--- config.mk ---
export PLATFORM = sky130hd
export DESIGN_NAME = cfg_smbus_slave
export DESIGN_NICKNAME = d
export VERILOG_FILES = /design/src/rtl/cfg_smbus_pkg.sv /design/src/rtl/smbus_line_sync.sv /design/src/rtl/cfg_regfile.sv /design/src/rtl/cfg_smbus_slave.sv
export SDC_FILE = /design/constraint.sdc
export NUM_CORES = 1
export LEC_CHECK = 0
export BUFFER_PORTS_ARGS = -buffer_cell sky130_fd_sc_hd__buf_2
export CAP_MARGIN = 20
export CORE_MARGIN = 3
export CORE_UTILIZATION = 30
export DETAILED_ROUTE_END_ITERATION = 16
export HOLD_SLACK_MARGIN = 0.06
export PLACE_DENSITY_LB_ADDON = 0.05
export SLEW_MARGIN = 10
export SYNTH_ARGS = -nofsm -noshare
export SYNTH_HDL_FRONTEND = slang
export SYNTH_SLANG_ARGS = --single-unit
--- constraint.sdc ---
create_clock -name clk -period 4.4 [get_ports clk]
set_input_delay 1.1 -clock clk [delete_from_list [all_inputs] [get_ports clk]]
set_output_delay 1.1 -clock clk [all_outputs]
set_load 0.05 [all_outputs]
--- src/rtl/cfg_smbus_pkg.sv ---
package cfg_smbus_pkg;

    localparam int NUM_REGS = 7;
    localparam int IDX_W    = 3;
    localparam logic [7:0] READ_LEN = 8'd7;

    typedef enum logic [2:0] {
        S_IDLE, S_ADDR, S_AACK, S_RX, S_RACK, S_TX, S_TACK
    } state_t;

    typedef enum logic [1:0] {
        PH_CMD, PH_LEN, PH_DATA
    } wphase_t;

    // writable bits per stored register (register 6 is constant)
    function automatic logic [7:0] rw_mask(input int idx);
        case (idx)
            0:       return 8'hA0;
            1:       return 8'h47;
            2:       return 8'h7F;
            3:       return 8'hFF;
            4:       return 8'h3F;
            5:       return 8'h0F;
            default: return 8'h00;
        endcase
    endfunction

    function automatic logic [7:0] reset_value(input int idx);
        case (idx)
            1:       return 8'h47;
            2:       return 8'h7F;
            3:       return 8'hC7;
            4:       return 8'h3F;
            default: return 8'h00;
        endcase
    endfunction

endpackage

--- src/rtl/smbus_line_sync.sv ---
module smbus_line_sync #(
    parameter int SYNC_STAGES = 2
) (
    input  logic clk,
    input  logic rst_n,
    input  logic scl_i,
    input  logic sda_i,
    output logic sda_s,
    output logic scl_rise,
    output logic scl_fall,
    output logic start_det,
    output logic stop_det
);
    localparam int W = SYNC_STAGES + 1;

    logic [W-1:0] scl_v, sda_v;

    always_ff @(posedge clk or negedge rst_n) begin
        if (!rst_n) begin
            scl_v <= '1;
            sda_v <= '1;
        end else begin
            scl_v <= {scl_v[W-2:0], scl_i};
            sda_v <= {sda_v[W-2:0], sda_i};
        end
    end

    logic scl_now, scl_old, sda_old;
    assign scl_now   = scl_v[W-2];
    assign scl_old   = scl_v[W-1];
    assign sda_s     = sda_v[W-2];
    assign sda_old   = sda_v[W-1];
    assign scl_rise  = scl_now & ~scl_old;
    assign scl_fall  = ~scl_now & scl_old;
    assign start_det = scl_now & scl_old & sda_old & ~sda_s;
    assign stop_det  = scl_now & scl_old & ~sda_old & sda_s;
endmodule

--- src/rtl/cfg_regfile.sv ---
module cfg_regfile
    import cfg_smbus_pkg::*;
#(
    parameter logic [3:0] REV_ID = 4'h2
) (
    input  logic                  clk,
    input  logic                  rst_n,
    input  logic                  wr_en,
    input  logic [IDX_W-1:0]      wr_idx,
    input  logic [7:0]            wr_data,
    input  logic [1:0]            strap_fsel,
    input  logic                  strap_msel,
    input  logic                  stop_pin_n,
    input  logic                  stop_sw_mode,
    output logic [8*NUM_REGS-1:0] rd_bytes,
    output logic                  pci_stop_req
);
    localparam int NSTORE = NUM_REGS - 1;
    localparam int ID_LSB = 8 * NSTORE;

    logic [1:0] fsel_q;
    logic       stop_bit_q;
    logic [7:0] stored [NSTORE];

    // straps follow the pins only while reset is held
    always_ff @(posedge clk) begin
        if (!rst_n) fsel_q <= strap_fsel;
    end

    always_ff @(posedge clk or negedge rst_n) begin
        if (!rst_n)
            stop_bit_q <= 1'b1;
        else if (wr_en && wr_idx == '0 && stop_sw_mode)
            stop_bit_q <= wr_data[3];
    end

    for (genvar g = 0; g < NSTORE; g++) begin : g_reg
        localparam logic [7:0] MASK = rw_mask(g);
        localparam logic [7:0] DEF  = reset_value(g);
        logic [7:0] q_r;
        always_ff @(posedge clk or negedge rst_n) begin
            if (!rst_n)
                q_r <= DEF;
            else if (wr_en && wr_idx == IDX_W'(g))
                q_r <= wr_data & MASK;
        end
        assign stored[g] = q_r;
    end

    always_comb begin
        rd_bytes = '0;
        for (int i = 0; i < NSTORE; i++) rd_bytes[8*i +: 8] = stored[i];
        rd_bytes[1]  = fsel_q[0];
        rd_bytes[2]  = fsel_q[1];
        rd_bytes[3]  = stop_sw_mode ? stop_bit_q : stop_pin_n;
        rd_bytes[15] = strap_msel;
        rd_bytes[ID_LSB +: 8] = {REV_ID, 4'b0001};
    end

    assign pci_stop_req = ~stop_pin_n | (stop_sw_mode & ~stop_bit_q);
endmodule

--- src/rtl/cfg_smbus_slave.sv ---
module cfg_smbus_slave
    import cfg_smbus_pkg::*;
#(
    parameter logic [6:0] SLAVE_ADDR  = 7'h69,
    parameter logic [3:0] REV_ID      = 4'h2,
    parameter int         SYNC_STAGES = 2
) (
    input  logic        clk,
    input  logic        rst_n,
    input  logic        scl_i,
    input  logic        sda_i,
    output logic        sda_oe,
    input  logic [1:0]  strap_fsel,
    input  logic        strap_msel,
    input  logic        stop_pin_n,
    input  logic        stop_sw_mode,
    output logic [55:0] cfg_bytes,
    output logic        pci_stop_req
);
    localparam logic [IDX_W-1:0] IDX_END = IDX_W'(NUM_REGS);

    logic sda_s, scl_rise, scl_fall, start_det, stop_det;

    smbus_line_sync #(.SYNC_STAGES(SYNC_STAGES)) u_sync (
        .clk(clk), .rst_n(rst_n), .scl_i(scl_i), .sda_i(sda_i),
        .sda_s(sda_s), .scl_rise(scl_rise), .scl_fall(scl_fall),
        .start_det(start_det), .stop_det(stop_det)
    );

    state_t           state_q, state_d;
    wphase_t          phase_q;
    logic [3:0]       cnt_q;
    logic [7:0]       shreg_q, txsh_q;
    logic [IDX_W-1:0] idx_q;
    logic             rw_q, hack_q;
    logic             byte_done, wr_en;

    assign byte_done = scl_fall && cnt_q == 4'd8;
    assign wr_en = state_q == S_RX && byte_done && !start_det && !stop_det
                   && phase_q == PH_DATA && idx_q != IDX_END;

    cfg_regfile #(.REV_ID(REV_ID)) u_regs (
        .clk(clk), .rst_n(rst_n), .wr_en(wr_en), .wr_idx(idx_q),
        .wr_data(shreg_q), .strap_fsel(strap_fsel), .strap_msel(strap_msel),
        .stop_pin_n(stop_pin_n), .stop_sw_mode(stop_sw_mode),
        .rd_bytes(cfg_bytes), .pci_stop_req(pci_stop_req)
    );

    // next-state selection
    always_comb begin
        state_d = state_q;
        if (stop_det)       state_d = S_IDLE;
        else if (start_det) state_d = S_ADDR;
        else begin
            unique case (state_q)
                S_IDLE: state_d = S_IDLE;
                S_ADDR: if (byte_done)
                            state_d = (shreg_q[7:1] == SLAVE_ADDR) ? S_AACK : S_IDLE;
                S_AACK: if (scl_fall) state_d = rw_q ? S_TX : S_RX;
                S_RX:   if (byte_done) state_d = S_RACK;
                S_RACK: if (scl_fall) state_d = S_RX;
                S_TX:   if (byte_done) state_d = S_TACK;
                S_TACK: if (scl_fall) state_d = hack_q ? S_TX : S_IDLE;
                default: state_d = S_IDLE;
            endcase
        end
    end

    // state register and byte datapath
    always_ff @(posedge clk or negedge rst_n) begin
        if (!rst_n) begin
            state_q <= S_IDLE;
            phase_q <= PH_CMD;
            cnt_q   <= '0;
            shreg_q <= '0;
            txsh_q  <= '1;
            idx_q   <= '0;
            rw_q    <= 1'b0;
            hack_q  <= 1'b0;
        end else begin
            state_q <= state_d;
            if (start_det || stop_det) begin
                cnt_q <= '0;
            end else begin
                unique case (state_q)
                    S_ADDR, S_RX: begin
                        if (scl_rise) begin
                            shreg_q <= {shreg_q[6:0], sda_s};
                            cnt_q   <= cnt_q + 4'd1;
                        end else if (byte_done) begin
                            cnt_q <= '0;
                            if (state_q == S_ADDR) rw_q <= shreg_q[0];
                            else if (phase_q == PH_CMD) phase_q <= PH_LEN;
                            else if (phase_q == PH_LEN) phase_q <= PH_DATA;
                            else if (idx_q != IDX_END) idx_q <= idx_q + 1'b1;
                        end
                    end
                    S_AACK: if (scl_fall) begin
                        cnt_q   <= '0;
                        phase_q <= PH_CMD;
                        idx_q   <= '0;
                        txsh_q  <= READ_LEN;
                    end
                    S_TX: begin
                        if (scl_rise) cnt_q <= cnt_q + 4'd1;
                        else if (byte_done) cnt_q <= '0;
                        else if (scl_fall && cnt_q != 4'd0) txsh_q <= {txsh_q[6:0], 1'b1};
                    end
                    S_TACK: begin
                        if (scl_rise) hack_q <= ~sda_s;
                        else if (scl_fall) begin
                            txsh_q <= (idx_q != IDX_END) ? cfg_bytes[8*idx_q +: 8] : 8'hFF;
                            if (idx_q != IDX_END) idx_q <= idx_q + 1'b1;
                        end
                    end
                    default: ;
                endcase
            end
        end
    end

    // open-drain output decode
    always_comb begin
        unique case (state_q)
            S_AACK, S_RACK: sda_oe = 1'b1;
            S_TX:           sda_oe = ~txsh_q[7];
            default:        sda_oe = 1'b0;
        endcase
    end
endmodule

* Yosys cells after proc, flatten, opt, wreduce, memory -nomap -nowiden
Cells that the tools add are included.
** Word-level totals
- Register bits after elaboration :: 70
- Input bits :: 9
- Output and inout port bits :: 58
- Logic and storage cells :: 154
** Cells by class
- $add $sub $neg :: 2
- Equal/unequal tests :: 36
- Shift-type cells :: 1
- Multiplexer cells :: 44
- Bitwise operators :: 18
- Reductions and logical operators :: 35
** Operators with widths (count)
- 2-to-1 mux 3 bit :: 19
- 2-to-1 mux 8 bit :: 7
- variable part select 56 x 7 -> 8 bit :: 1
- != test 4 bit, second input constant :: 6
- case mux 8 bit (3 select lines) :: 1
- != test 2 bit, second input constant :: 11
- case mux 3 bit (6 select lines) :: 1
- 2-to-1 mux 4 bit :: 4
- == test 3 bit, second input constant :: 5
- logical AND 1 bit :: 14
- 2-to-1 mux 2 bit :: 7
- == test 3 x 2 -> 1 bit, second input constant :: 4
- AND reduction 10 bit :: 1
- != test 3 bit, second input constant :: 3
- inverter 1 bit :: 9
- case mux 3 bit (3 select lines) :: 1
- AND reduction 3 bit :: 3
- nonzero test 3 bit :: 3
- bitwise AND 1 bit :: 8
- case mux 4 bit (2 select lines) :: 1
- AND reduction 8 bit :: 1
- == test 7 bit, second input constant :: 1
- AND reduction 7 bit :: 1
- == test 3 x 1 -> 1 bit, second input constant :: 2
- 20 further kinds :: 22

* Longest topological paths before layout
- Depth after elaboration :: 10
- Mapped depth :: 7
- Depth with buffers taken out :: 6

* Cells and area by module
A second synthesis with hierarchy kept.
** Unflattened totals
- Cells, all modules :: 332
- Area total of the unflattened synthesis :: 4096.4 sq um
** Modules (own cells, without submodules)
- cfg_smbus_slave :: instances 1, cells an instance 219, area each 2326.0 sq um, sequential area each 760.7 sq um
- cfg_regfile :: instances 1, cells an instance 103, area each 1580.3 sq um, sequential area each 889.6 sq um
- smbus_line_sync :: instances 1, cells an instance 10, area each 190.2 sq um, sequential area each 157.7 sq um

* Worst setup path after synthesis
Ideal clock, no wire load.
- Path type :: input-to-output
- Start :: in stop_sw_mode
- End :: out pci_stop_req
- Data arrival time :: 2.205 ns
- Required time :: 3.300 ns
- Slack :: 1.095 ns
- Stages :: 2
- Path buffers :: 0
- Path through :: inv_1 o21ai_0
** On the way
- Cells in the longest elaborated chain, start to end :: 2
** RTL lines
- start, declared :: line cfg_smbus_slave.sv:16 : input logic stop_sw_mode,
- bitwise AND 1 bit :: line cfg_regfile.sv:60 : assign pci_stop_req = ~stop_pin_n | (stop_sw_mode & ~stop_bit_q);
- bitwise OR 1 bit :: line cfg_regfile.sv:60
- end, declared :: line cfg_smbus_slave.sv:18 : output logic pci_stop_req
Every way passes these cells.

* Worst setup path in the final report
- Start :: reg state_q[0]
- End :: out sda_oe
** On the way
- Cells in the longest elaborated chain, start to end :: 3
- Elaborated cells between the ends (all ways) :: 5
- Those cells by class :: 3 x eq/ne; 1 x mux; 1 x reduce/logical
** RTL lines
- start, declared :: line cfg_smbus_slave.sv:30 : state_t state_q, state_d;
- start signal, assigned :: line cfg_smbus_slave.sv:81 : state_q <= state_d;
- == test 3 x 2 -> 1 bit / == test 3 bit (equally long branches) :: line cfg_smbus_slave.sv:124 : unique case (state_q)
- OR reduction 2 bit :: line cfg_smbus_slave.sv:124
- case mux 1 bit (2 select lines) * :: line cfg_smbus_slave.sv:124
- end, declared :: line cfg_smbus_slave.sv:12 : output logic sda_oe,
Mark *: on every way between the ends. The rest lies on a longest branch, timed or not.

==> summary.md <==
| Metric | Value |
|---|---|
| Critical path data required time | 3300 ps |
| Sequential area share after synthesis | 0.478 |
| RSZ-0062 raised after global routing | false |
| CP max FO | 21 |
| Post-Synth XOR/XNOR Area | 0.00463 |
| Layout cells sized above 1 | 0.390 |
| Clock insertion delay at the later pin of the skew report | 340 ps |
| ANT nets after route | 0 |
| CP arrival | 1930 ps |
| Period minus WS final | 3030 ps |
| Antenna cells | 0 |
| Vias in the first global route | 2712 |
| Count of buffers from port buffering | 45 |
| R2r setup slk | 1430 ps |
| Fin util | 0.359 |
| Crit. End Element | primary output |
| DR WL/cell | 17.7 um |
| Power Total | 0.00206 W |
| M2 GR Usage | 0.202 |
| I/O Pins | 67 |
| Setup violators final | 0 |
| Vias per std cell | 4.84 |
| Initial DRC count | 166 |
| Crit path launch type | register |
| Critical setup path kind | reg -> out |
| Avg Inst Size Synth | 11.1 um2 |
| Yosys reg bits | 70 |
| Die area | 14000 um2 |
| Number of CTS-inserted buffers | 9 |
| Die span in x | 118 um |
| Post-CTS resize count | 0 |
| Pre-CTS setup slack | 1420 ps |
| Max rail drop VDD | 240 uV |
| Status | finished clean |
| Met3 usage | 0.0340 |
| Hold buffer count at cts | 0 |
| Worst Tran Pin Value | 1110 ps |
| Yosys warnings | 0 |
| DR vias | 2679 |
| Power Density | 471 nW/um2 |
| Setup TNS | 0 ps |
| Initial Util | 0.311 |
| Compound-Gate Fraction of Synth Area | 0.118 |
| GPL Wtd Cong | 0.739 |
| Area after DPL | 4070 um2 |
| Detailed placement HPWL | 7.05 mm |
| Slew Limit Fails | 0 |
| GRT overflow | 0 |
| CTS tree | built |
| H-tree Lvls | 3 |
| Setup ws final | 1370 ps |
| Global-route wire length before repair | 15.7 mm |
| Most frequent cells in the layout | mux2_2 (45), buf_2 (45), dfstp_2 (37), dfrtp_1 (31), conb_1 (21) |
| Pre-antenna DRT Iters | 4 |
| DRC viols | 0 |
| Simple-Gate Fraction of Synth Area | 0.130 |
| WL final | 9.79 mm |
| Post-Syn Instances | 340 |
| Area delta synth->final | 15.6% |
| Fin crit share | 0.688 |
| Root Buffer | clkbuf_16 |
| Total track usage | 0.144 |
| Highest clock rate | 0.330 GHz |
| Post-CTS Setup Bufs | 0 |
| Site Rows | 40 |
| Mapped Area | 3780 um2 |
| Static Leakage | 1.98 nW |
| FILL cells | 1251 |
| Fin. Hold Viols | 0 |
| Die Y | 118 um |
| Routing usage on met1 | 0.212 |
| Core box area | 12200 um2 |
| Netlist cell types | 56 |
| Relative slew slack | 0.257 |
| Clock Sinks | 70 |
| GRT Max-Usage Layer | met1 |
| Buffers from clock root to sink, at most | 2 |
| Hold crit path type | reg -> reg |
| Clock transition at path regs | 50 ps |
| Post-synthesis adder-cell area fraction | 0.0265 |
| Asr flop ratio synth | 0.971 |
| Post-route cell area | 4370 um2 |
| Main combinational cell family by area after synthesis | multiplexers |
| Nets@finish | 397 |
| Main synth FF type | dfstp_2 |
| Mux cell area share after synthesis | 0.171 |
| Max_cap viols | 0 |
| Largest net degree at the start of global routing | 36 |
| Clock skew | 6.84 ps |
| EDFF count, synth | 2 |
| Antenna violations before repair | 0 |
==> state kept, by name, summed over array words and instances (netlist names) <==
| register | count |
|---|---|
| txsh_q | 8 |
| rw_q | 1 |
| phase_q | 2 |
| cnt_q | 4 |
| u_regs.stop_bit_q | 1 |
| state_q | 3 |
| hack_q | 1 |
| u_sync.sda_v | 3 |
| u_regs.fsel_q | 2 |
| u_sync.scl_v | 3 |
| idx_q | 3 |
| shreg_q | 8 |
| u_regs.g.q_r | 31 |
==> final timing paths <==
check,start,endpoint,depth (start not counted)
hold reg to reg,u_sync.sda_v[0],u_sync.sda_v[1],0
setup / recovery,state_q[0],sda_oe,3
max in group asynchronous,rst_n,u_sync.sda_v[2],2
setup reg to reg,idx_q[1],u_regs.g_reg[2].q_r[1],6
hold / removal,u_sync.sda_v[0],u_sync.sda_v[1],0
min in group asynchronous,rst_n,u_regs.g_reg[3].q_r[3],1
==> cell usage after synthesis (3+ instances only) <==
library cell   n  area share
mux2_2        45        0.13
dfstp_2       37        0.26
dfrtp_1       31        0.21
buf_4         23       0.046
a21oi_1       19       0.025
nand2_1       16       0.016
o21ai_0       16       0.021
mux2i_1       14       0.037
nand2b_1      13       0.022
nor2_1        12       0.012
a31oi_1       10       0.017
inv_1          9      0.0089
clkbuf_1       8      0.0079
ha_1           8       0.026
and3_1         6      0.0099
o31ai_1        6       0.012
buf_2          5      0.0066
nand3_1        5      0.0066
nor2b_1        4      0.0066
o22ai_1        4      0.0066
nand3b_1       3      0.0060
nand4_1        3      0.0050
nor3_1         3      0.0040
==> power breakdown <==
part	switching [W]	internal [W]	total (W)
combinational	0.000226	0.000180	0.000405
clock	0.000274	0.000469	0.000743
sequential	0.000191	0.000717	0.000908
total	0.000691	0.00137	0.00206
==> layer usage <==
metal | share of wire | vias up
li1 | - | 1277
met1 | 0.51 | 1311
met2 | 0.42 | 78
met3 | 0.052 | 13
met4 | 0.017 | 0
met5 | 0 | -
==> cells by family after synthesis <==
logic type,after synthesis
compound gates,71
flops,70
xor+xnor,2
other cells,2
simple gates,83
buf+inv,45
fa+ha+maj,8
mux,59
==> cell type report <==
cell class                 count  area (um2)  area share
timing repair buffer          46         233      0.0532
tap                          168         210      0.0481
multi-input combinational    244        1780       0.408
clock inverter                 3        42.5     0.00973
sequential                    70        1810       0.414
inverter                       9        33.8     0.00773
clock buffer                  13         260      0.0595
==> critical path, stage by stage (launching register included) <==
cell and delay, ps:
dfrtp_1 620, or3b_1 590, nand2_1 120, buf_2 270
==> through the flow <==
| stage | std cells | hold slack (ps) |
|---|---|---|
| 6_report | 553 | 354 |
| 5_1_grt | 553 | 358 |
| 4_1_cts | 553 | 355 |
| 3_5_place_dp | 537 | 347 |
| 3_3_place_gp | 537 | 346 |
| 2_1_floorplan | 359 | 345 |
Note: power is estimated with default switching activity, not from simulation.
